<file path="config.mk">
export PLATFORM = sky130hd
export DESIGN_NAME = rx_ring_flowctl
export DESIGN_NICKNAME = d
export VERILOG_FILES = /design/src/rtl/rxfc_pkg.sv /design/src/rtl/rxfc_ptr_ctrl.sv /design/src/rtl/rxfc_store.sv /design/src/rtl/rxfc_flow.sv /design/src/rtl/rx_ring_flowctl.sv
export SDC_FILE = /design/constraint.sdc
export NUM_CORES = 2
export LEC_CHECK = 0
export BUFFER_PORTS_ARGS = -buffer_cell sky130_fd_sc_hd__buf_2
export CORE_MARGIN = 4
export CORE_UTILIZATION = 60
export CTS_CLUSTER_DIAMETER = 50
export DETAILED_ROUTE_END_ITERATION = 16
export GPL_TIMING_DRIVEN = 1
export PLACE_DENSITY = 0.76
export RECOVER_POWER = 25
export SYNTH_ARGS = -nofsm -noshare
export SYNTH_HDL_FRONTEND = slang
export SYNTH_HIERARCHICAL = 1
export SYNTH_SLANG_ARGS = --single-unit
export TNS_END_PERCENT = 5
</file>
<file path="constraint.sdc">
create_clock -name clk -period 7.9 [get_ports clk]
set_input_delay 1.58 -clock clk [delete_from_list [all_inputs] [get_ports clk]]
set_output_delay 1.58 -clock clk [all_outputs]
set_load 0.005 [all_outputs]
</file>
<file path="src/rtl/rxfc_pkg.sv">
`timescale 1ns/1ps
package rxfc_pkg;
    localparam logic [7:0] PAUSE_CHAR  = 8'd19;
    localparam logic [7:0] RESUME_CHAR = 8'd17;
endpackage

</file>
<file path="src/rtl/rxfc_ptr_ctrl.sv">
`timescale 1ns/1ps
module rxfc_ptr_ctrl #(
    parameter int AW = 8
) (
    input  logic          clk,
    input  logic          rst_n,
    input  logic          push_valid,
    input  logic          pop_ready,
    output logic          push_ok,
    output logic          pop_ok,
    output logic [AW-1:0] rd_idx,
    output logic [AW-1:0] wr_idx,
    output logic [AW-1:0] count_q,
    output logic [AW-1:0] count_d,
    output logic          empty,
    output logic          full,
    output logic          ovf
);
    typedef struct packed {
        logic [AW-1:0] head;
        logic [AW-1:0] tail;
        logic [AW-1:0] count;
        logic          ovf;
    } ptr_st_t;

    ptr_st_t st_d, st_q;
    logic empty_w, full_w, push_ok_w, pop_ok_w;

    always_comb begin
        st_d      = st_q;
        empty_w   = (st_q.head == st_q.tail);
        full_w    = ((st_q.tail + AW'(1)) == st_q.head);
        push_ok_w = push_valid && !full_w;
        pop_ok_w  = pop_ready && !empty_w;
        if (push_ok_w) st_d.tail = st_q.tail + AW'(1);
        if (pop_ok_w)  st_d.head = st_q.head + AW'(1);
        if (push_valid && full_w) st_d.ovf = 1'b1;
        unique case ({push_ok_w, pop_ok_w})
            2'b10:   st_d.count = st_q.count + AW'(1);
            2'b01:   st_d.count = st_q.count - AW'(1);
            default: st_d.count = st_q.count;
        endcase
    end

    always_ff @(posedge clk) begin
        if (!rst_n) st_q <= '0;
        else        st_q <= st_d;
    end

    assign push_ok = push_ok_w;
    assign pop_ok  = pop_ok_w;
    assign rd_idx  = st_q.head;
    assign wr_idx  = st_q.tail;
    assign count_q = st_q.count;
    assign count_d = st_d.count;
    assign empty   = empty_w;
    assign full    = full_w;
    assign ovf     = st_q.ovf;
endmodule

</file>
<file path="src/rtl/rxfc_store.sv">
`timescale 1ns/1ps
module rxfc_store #(
    parameter int AW = 8,
    parameter int DW = 8
) (
    input  logic          clk,
    input  logic          we,
    input  logic [AW-1:0] waddr,
    input  logic [DW-1:0] wdata,
    input  logic [AW-1:0] raddr,
    output logic [DW-1:0] rdata
);
    localparam int DEPTH = 1 << AW;

    logic [DW-1:0] mem_q [DEPTH];

    always_ff @(posedge clk) begin
        if (we) mem_q[waddr] <= wdata;
    end

    assign rdata = mem_q[raddr];
endmodule

</file>
<file path="src/rtl/rxfc_flow.sv">
`timescale 1ns/1ps
module rxfc_flow #(
    parameter int AW = 8
) (
    input  logic          clk,
    input  logic          rst_n,
    input  logic [AW-1:0] level,
    input  logic [AW-1:0] high_mark,
    input  logic [AW-1:0] low_mark,
    input  logic          fc_ack,
    output logic          fc_req,
    output logic [7:0]    fc_char
);
    import rxfc_pkg::*;

    typedef struct packed {
        logic       stopped;
        logic       req;
        logic [7:0] chr;
    } flow_st_t;

    flow_st_t st_d, st_q;
    logic hit_high, hit_low;

    always_comb begin
        st_d     = st_q;
        hit_high = !st_q.stopped && (level >= high_mark);
        hit_low  = st_q.stopped && (level <= low_mark);
        if (st_q.req && fc_ack) st_d.req = 1'b0;
        if (hit_high) begin
            st_d.stopped = 1'b1;
            st_d.req     = 1'b1;
            st_d.chr     = PAUSE_CHAR;
        end else if (hit_low) begin
            st_d.stopped = 1'b0;
            st_d.req     = 1'b1;
            st_d.chr     = RESUME_CHAR;
        end
    end

    always_ff @(posedge clk) begin
        if (!rst_n) st_q <= '0;
        else        st_q <= st_d;
    end

    assign fc_req  = st_q.req;
    assign fc_char = st_q.chr;
endmodule

</file>
<file path="src/rtl/rx_ring_flowctl.sv">
`timescale 1ns/1ps
module rx_ring_flowctl #(
    parameter int ADDR_W = 8,
    parameter int DATA_W = 8
) (
    input  logic              clk,
    input  logic              rst_n,
    input  logic              push_valid,
    input  logic [DATA_W-1:0] push_data,
    output logic              pop_valid,
    input  logic              pop_ready,
    output logic [DATA_W-1:0] pop_data,
    output logic [ADDR_W-1:0] fill_count,
    output logic              is_empty,
    output logic              is_full,
    output logic              overflow,
    input  logic [ADDR_W-1:0] high_mark,
    input  logic [ADDR_W-1:0] low_mark,
    output logic              fc_req,
    output logic [7:0]        fc_char,
    input  logic              fc_ack
);
    logic              push_ok, pop_ok;
    logic [ADDR_W-1:0] rd_idx, wr_idx, count_d;

    rxfc_ptr_ctrl #(.AW(ADDR_W)) u_ptr (
        .clk        (clk),
        .rst_n      (rst_n),
        .push_valid (push_valid),
        .pop_ready  (pop_ready),
        .push_ok    (push_ok),
        .pop_ok     (pop_ok),
        .rd_idx     (rd_idx),
        .wr_idx     (wr_idx),
        .count_q    (fill_count),
        .count_d    (count_d),
        .empty      (is_empty),
        .full       (is_full),
        .ovf        (overflow)
    );

    rxfc_store #(.AW(ADDR_W), .DW(DATA_W)) u_store (
        .clk   (clk),
        .we    (push_ok),
        .waddr (wr_idx),
        .wdata (push_data),
        .raddr (rd_idx),
        .rdata (pop_data)
    );

    rxfc_flow #(.AW(ADDR_W)) u_flow (
        .clk       (clk),
        .rst_n     (rst_n),
        .level     (count_d),
        .high_mark (high_mark),
        .low_mark  (low_mark),
        .fc_ack    (fc_ack),
        .fc_req    (fc_req),
        .fc_char   (fc_char)
    );

    assign pop_valid = !is_empty;
endmodule

</file>
# == After elaboration in Yosys (flattened, before gate mapping) ==
# Memory sizes are Yosys's and may differ from the RTL's. A register that Yosys moved wholly into a read port is not among the register bits.
# Index checks and enable logic that the tools add are counted.
# totals
in_bits,29
register_bits,30
output_inout_bits,29
memories,1
elab_cells,37
ram_bits,2048
# mem_list
memory,words,word_bits,rd,rd_ports_with_merged_regs,wr,line_no,rtl
u_store.mem_q,256,8,1,1,1,rxfc_store.sv:15,logic [DW-1:0] mem_q [DEPTH];
# classes
eq_ne,4
mux,8
addsub,4
n_reduce_logical,11
order_cmp,2
# op_table
op,n
"adder 8 x 1 -> 8 bit, second input constant",3
2-to-1 mux 10 bit,2
equality test 8 bit,2
2-to-1 mux 8 bit,2
one-hot mux 8 bit (2 select lines),1
greater-or-equal comparator 8 bit,1
less-or-equal comparator 8 bit,1
"subtractor 8 x 1 -> 8 bit, second input constant",1
logical AND 1 bit,6
zero test 1 bit,3
2-to-1 mux 1 bit,3
nonzero test 3 bit,1
"equality test 2 x 1 -> 1 bit, second input constant",1
"equality test 2 bit, second input constant",1
nonzero test 2 bit,1

# == Depth between registers and ports, before layout ==
# logic_depth
ltp_word,10
ltp_mapped,23
mapped_depth_nobuf,22

# == By module ==
# The synthesis kept the hierarchy.
# modules_own_cells
mod,area_per_inst_um2,cells_each,n_inst
rxfc_store,79396.1,3725,1
rxfc_ptr_ctrl,1642.8,194,1
rxfc_flow,550.5,69,1
rx_ring_flowctl,3.8,1,1

# == Worst setup path after synthesis ==
# No wires, ideal clock.
# synth_path
path_type,input to register
from,input pop_ready
to,register u_flow.st_q (netlist bit u_flow/fc_req)
path_stages,14
setup_slack_ns,3.287
setup_time_ns,0.119
required_ns,7.781
t_arrival_ns,4.495
path_cell_list,a21boi_4 ha_1 ha_1 nor2b_1 o21ai_0 a21oi_1 o21a_1 or4_1 o211a_1 ha_1 a211o_1 o211ai_2 o211ai_1 o221a_1
# synth_between
elab_chain_len,7
elab_cells_between_ends,11
# synth_rtl
item,line_no,rtl
start: declaration,rx_ring_flowctl.sv:11,"input logic pop_ready,"
logical AND 1 bit (*),rxfc_ptr_ctrl.sv:34,pop_ok_w = pop_ready && !empty_w;
equality test 2 x 1 -> 1 bit / equality test 2 bit (equally long branches),rxfc_ptr_ctrl.sv:38,"unique case ({push_ok_w, pop_ok_w})"
one-hot mux 8 bit (2 select lines) (*),rxfc_ptr_ctrl.sv:38,
via count_d[6],rx_ring_flowctl.sv:24,"logic [ADDR_W-1:0] rd_idx, wr_idx, count_d;"
less-or-equal comparator 8 bit,rxfc_flow.sv:28,hit_low = st_q.stopped && (level <= low_mark);
logical AND 1 bit,rxfc_flow.sv:28,
2-to-1 mux 10 bit,rxfc_flow.sv:34,end else if (hit_low) begin
2-to-1 mux 10 bit,rxfc_flow.sv:30,if (hit_high) begin
end signal: assignment,rxfc_flow.sv:43,else st_q <= st_d;
end: declaration,rxfc_flow.sv:22,"flow_st_t st_d, st_q;"
# The timed path passes the listed nets; every way through them passes the cells marked *. The select of a mux whose other input is x is not followed.
# A chain may end at the register's enable or synchronous reset.

==> flow_metrics.env <==
export IMPL_clock_tree_root_cell="clkbuf_16"
export IMPL_fillers=8342
export IMPL_cp_end_kind="output port"
export IMPL_via_per_inst=6.90
export IMPL_r2r_slack_ps=2010
export IMPL_p_sw_mw=6.15
export IMPL_postSynth_asyncResetShare_pct=0
export IMPL_setup_viol=0
export IMPL_port_buffers=52
export IMPL_yosysWarningCount=6
export IMPL_internal_power_mw=19.1
export IMPL_synthXorXnorAreaFrac_pct=0.244
export IMPL_reg2regPathDepth=19
export IMPL_synthesis_area_sq_um=81600
export IMPL_grt_pass1_vias=41100
export IMPL_dp_hpwl_mm=115
export IMPL_postCtsHoldBufs=0
export IMPL_power_frac_seq_pct=48.6
export IMPL_leakage_nw=26.9
export IMPL_r2r_start="u_ptr/rd_idx[7]"
export IMPL_tightest_slew_ps=6050
export IMPL_cts_tree="yes"
export IMPL_synth_top_family_by_area="multiplexers"
export IMPL_grt_pass1_wl_mm=287
export IMPL_pwr_share_clk_pct=35.9
export IMPL_cp_cell_sequence="buf_12 > mux4_2 > mux4_2 > nor2_1 > a2111oi_2 > nor3_1 > nor4_1 > buf_2"
export IMPL_grt_max_degree=228
export IMPL_h_tree_depth=4
export IMPL_regToRegEndpoint="u_flow/fc_req"
export IMPL_antenna_left=0
export IMPL_first_iter_violations=6235
export IMPL_remaining_drc_errors=0
export IMPL_synth_edff_count=2048
export IMPL_yosys_mux_area_fraction_pct=14.3
export IMPL_ioPinCount=58
export IMPL_gr_total_overflow=0
export IMPL_cpMostUsedCell="mux4_2"
export IMPL_drv_cap=9
export IMPL_die_area_sq_um=142000
export IMPL_first_pass_iters=5
export IMPL_slew_violations=946
export IMPL_hold_path_class="reg2reg"
export IMPL_start_util_pct=60.3
export IMPL_switching_share_pct=24.4
export IMPL_avgSynthCellArea_sq_um=20.5
export IMPL_period_minus_slack_ps=7010
export IMPL_grt_total_usage_pct=28.0
export IMPL_critPathRequiredTime_ps=6320
export IMPL_syn_to_final_growth_pct=9.80
export IMPL_synth_seq_cells=2076
export IMPL_coreArea_sq_um=135000
export IMPL_path_max_fanout=142
export IMPL_fp_dieW_microns=377
export IMPL_cp_slowest_cell="nor4_1"
export IMPL_cp_buffers_inverters=2
export IMPL_critPathMaxStageDelay_ps=1250
export IMPL_p_per_area_nw_per_um2=282
export IMPL_vias=41500
export IMPL_start_kind="flip-flop"
export IMPL_ir_drop_uv=235
export IMPL_synth_compound_area_share_pct=3.80
export IMPL_path_delay_family="simple AND/OR/NAND/NOR gates"
export IMPL_syn_inst=3989
export IMPL_cp_depth=8
export IMPL_place_congestion=0.869
export IMPL_synth_top_area_share_pct=75.4
export IMPL_finalClockSkew_ps=32.7
export IMPL_cts_resized=0
export IMPL_arrival_ps=5430
export IMPL_seqCellArea_sq_um=62100
export IMPL_clk_latency_ps=840
export IMPL_path_clk_slew_ps=60
export IMPL_outcome="finished, violations left"
export IMPL_post_cts_setup_buffers=0
export IMPL_violations="max-capacitance violations, max-slew violations"
export IMPL_setup_worst_path_class="reg2out"
export IMPL_synth_fa_ha_area_share_pct=0.408
export IMPL_yosys_top_cells_count="edfxtp_1 (2048), mux4_2 (454), nor2_1 (294), mux2i_1 (140), a22oi_1 (133)"
export IMPL_yosys_area_top_type="edfxtp_1"
export IMPL_fin_nets=4130
export IMPL_cp_startpoint="u_ptr/rd_idx[1]"
export IMPL_synth_flop_cell="edfxtp_1"
export IMPL_total_power_mw=25.2
export IMPL_fmax_mhz=143
export IMPL_yosysUniqueCellTypes=79
export IMPL_placementRows=135
export IMPL_endpoint="pop_data[7]"
export IMPL_cts_buffer_depth=3
export IMPL_synth_most_common_cell="edfxtp_1"
export IMPL_combPwrFrac_pct=15.5
export IMPL_wl_per_cell_microns=32.7
export IMPL_clock_sinks=2076
export IMPL_setup_tns_ps=0
export IMPL_seq_area_frac_synth_pct=76.1
export IMPL_synth_area_top_cells="edfxtp_1 (75%), mux4_2 (13%), mux2i_1 (1.7%)"
export IMPL_antenna_found_initial=4
export IMPL_multiInputGateArea_sq_um=18000
export IMPL_rsz0062_at_grt="no"
export IMPL_relSlewSlack_pct=-303
export IMPL_cts_inserted_buffers=197
export IMPL_die_h_microns=377
export IMPL_wirelength_mm=197
export IMPL_hold_viol=0
export IMPL_yosys_area_share_simple_pct=3.14
export IMPL_drive_gt1_share_pct=20.9
export IMPL_finalCritPeriodShare_pct=88.7
==> power groups by stage <==
stage | sequential [mW] | clock (mW) | combinational (mW)
final | 12.3 | 9.05 | 3.92
after global routing | 12.3 | 9.66 | 4.17
after CTS | 12.2 | 9.15 | 3.93
after detailed placement | 12.5 | 0 | 3.90
after global placement | 12.5 | 0 | 3.86
after floorplan | 12.4 | 0 | 3.06
==> sequential cells by signal (all words and copies together) (netlist names) <==
| register | cells |
|---|---|
| u_flow/fc_req | 1 |
| u_ptr/count_q | 8 |
| u_ptr/rd_idx | 8 |
| u_flow/fc_char | 2 |
| u_ptr/ovf | 1 |
| u_ptr/wr_idx | 8 |
| u_store/mem_q | 2048 |
==> metal layers <==
| layer | GRT usage [%] | part of all wire [%] | vias to the layer above |
|---|---|---|---|
| met3 | 6.60 | 12 | 388 |
| met4 | 10.3 | 3.9 | 2 |
| met5 | 0 | 0.0066 | - |
| li1 | - | - | 16800 |
| met2 | 43.3 | 48 | 2678 |
| met1 | 39.9 | 37 | 21700 |
==> cell usage in the layout, fill, tap and decap left out, types with 8 or more instances in the layout <==
cell,count
edfxtp_1,2048
mux4_2,454
nor2_1,291
clkbuf_16,201
mux2i_1,140
a22oi_1,133
a21oi_1,114
buf_4,58
clkbuf_1,53
nand2_1,51
o221ai_1,47
buf_2,45
clkinv_1,43
nand3_1,43
clkinv_2,36
nor2b_1,31
inv_1,30
o22ai_1,29
ha_1,25
nor4_1,24
dfxtp_1,23
nor3_1,22
o21ai_0,18
a211oi_1,17
and2_1,17
buf_12,16
nand4_1,15
o211ai_1,14
a221oi_1,13
bufinv_16,12
nand2b_1,11
xor2_1,10
inv_6,9
o21ai_1,9
xnor2_1,9
a22o_1,8
==> kinds of logic after synthesis <==
kind of cell,Yosys count
other,1
adders and majority gates,26
xor gates and xnor gates,21
buffers and inverters,276
AOI/OAI and AO/OA,441
muxes,597
and+or+nand+nor,551
DFF,2076
==> worst min-delay path: cells and delay by family, from the launching register on <==
family	cells	cell delay [ps]
AOI/OAI and AO/OA	1	40
DFF	1	320
and+or+nand+nor	1	80
==> worst min path at each step <==
stage               from  cells past startpoint  slack [ps]         to
2_1_floorplan  u_ptr/ovf                      2         460  u_ptr/ovf
3_3_place_gp   u_ptr/ovf                      2         450  u_ptr/ovf
3_5_place_dp   u_ptr/ovf                      2         470  u_ptr/ovf
4_1_cts        u_ptr/ovf                      2         480  u_ptr/ovf
5_1_grt        u_ptr/ovf                      2         550  u_ptr/ovf
6_report       u_ptr/ovf                      2         480  u_ptr/ovf
==> final cells by class <==
class / instances / share of cell area (%)
flip-flops and latches: 2076 / 69.3
well taps: 1781 / 2.49
multi-input cells: 1641 / 20.1
repair buffers: 128 / 1.14
diodes: 3 / 0.00838
clock buffers: 250 / 5.85
clock inverters: 112 / 1.04
inverters: 31 / 0.130
==> stage by stage <==
stage          cells  worst slack [ps]  hold WS [ps]  util, %  area (sq um)
2_1_floorplan   3993              3290           460        -         81600
3_3_place_gp    5655              1520           452     61.7         83500
3_5_place_dp    5657              1840           469     61.7         83500
4_1_cts         6019               943           484     66.3         89700
5_1_grt         6019               584           549     66.2         89600
6_report        6022               891           482     66.2         89600
Note: power is estimated with default switching activity, not from simulation.
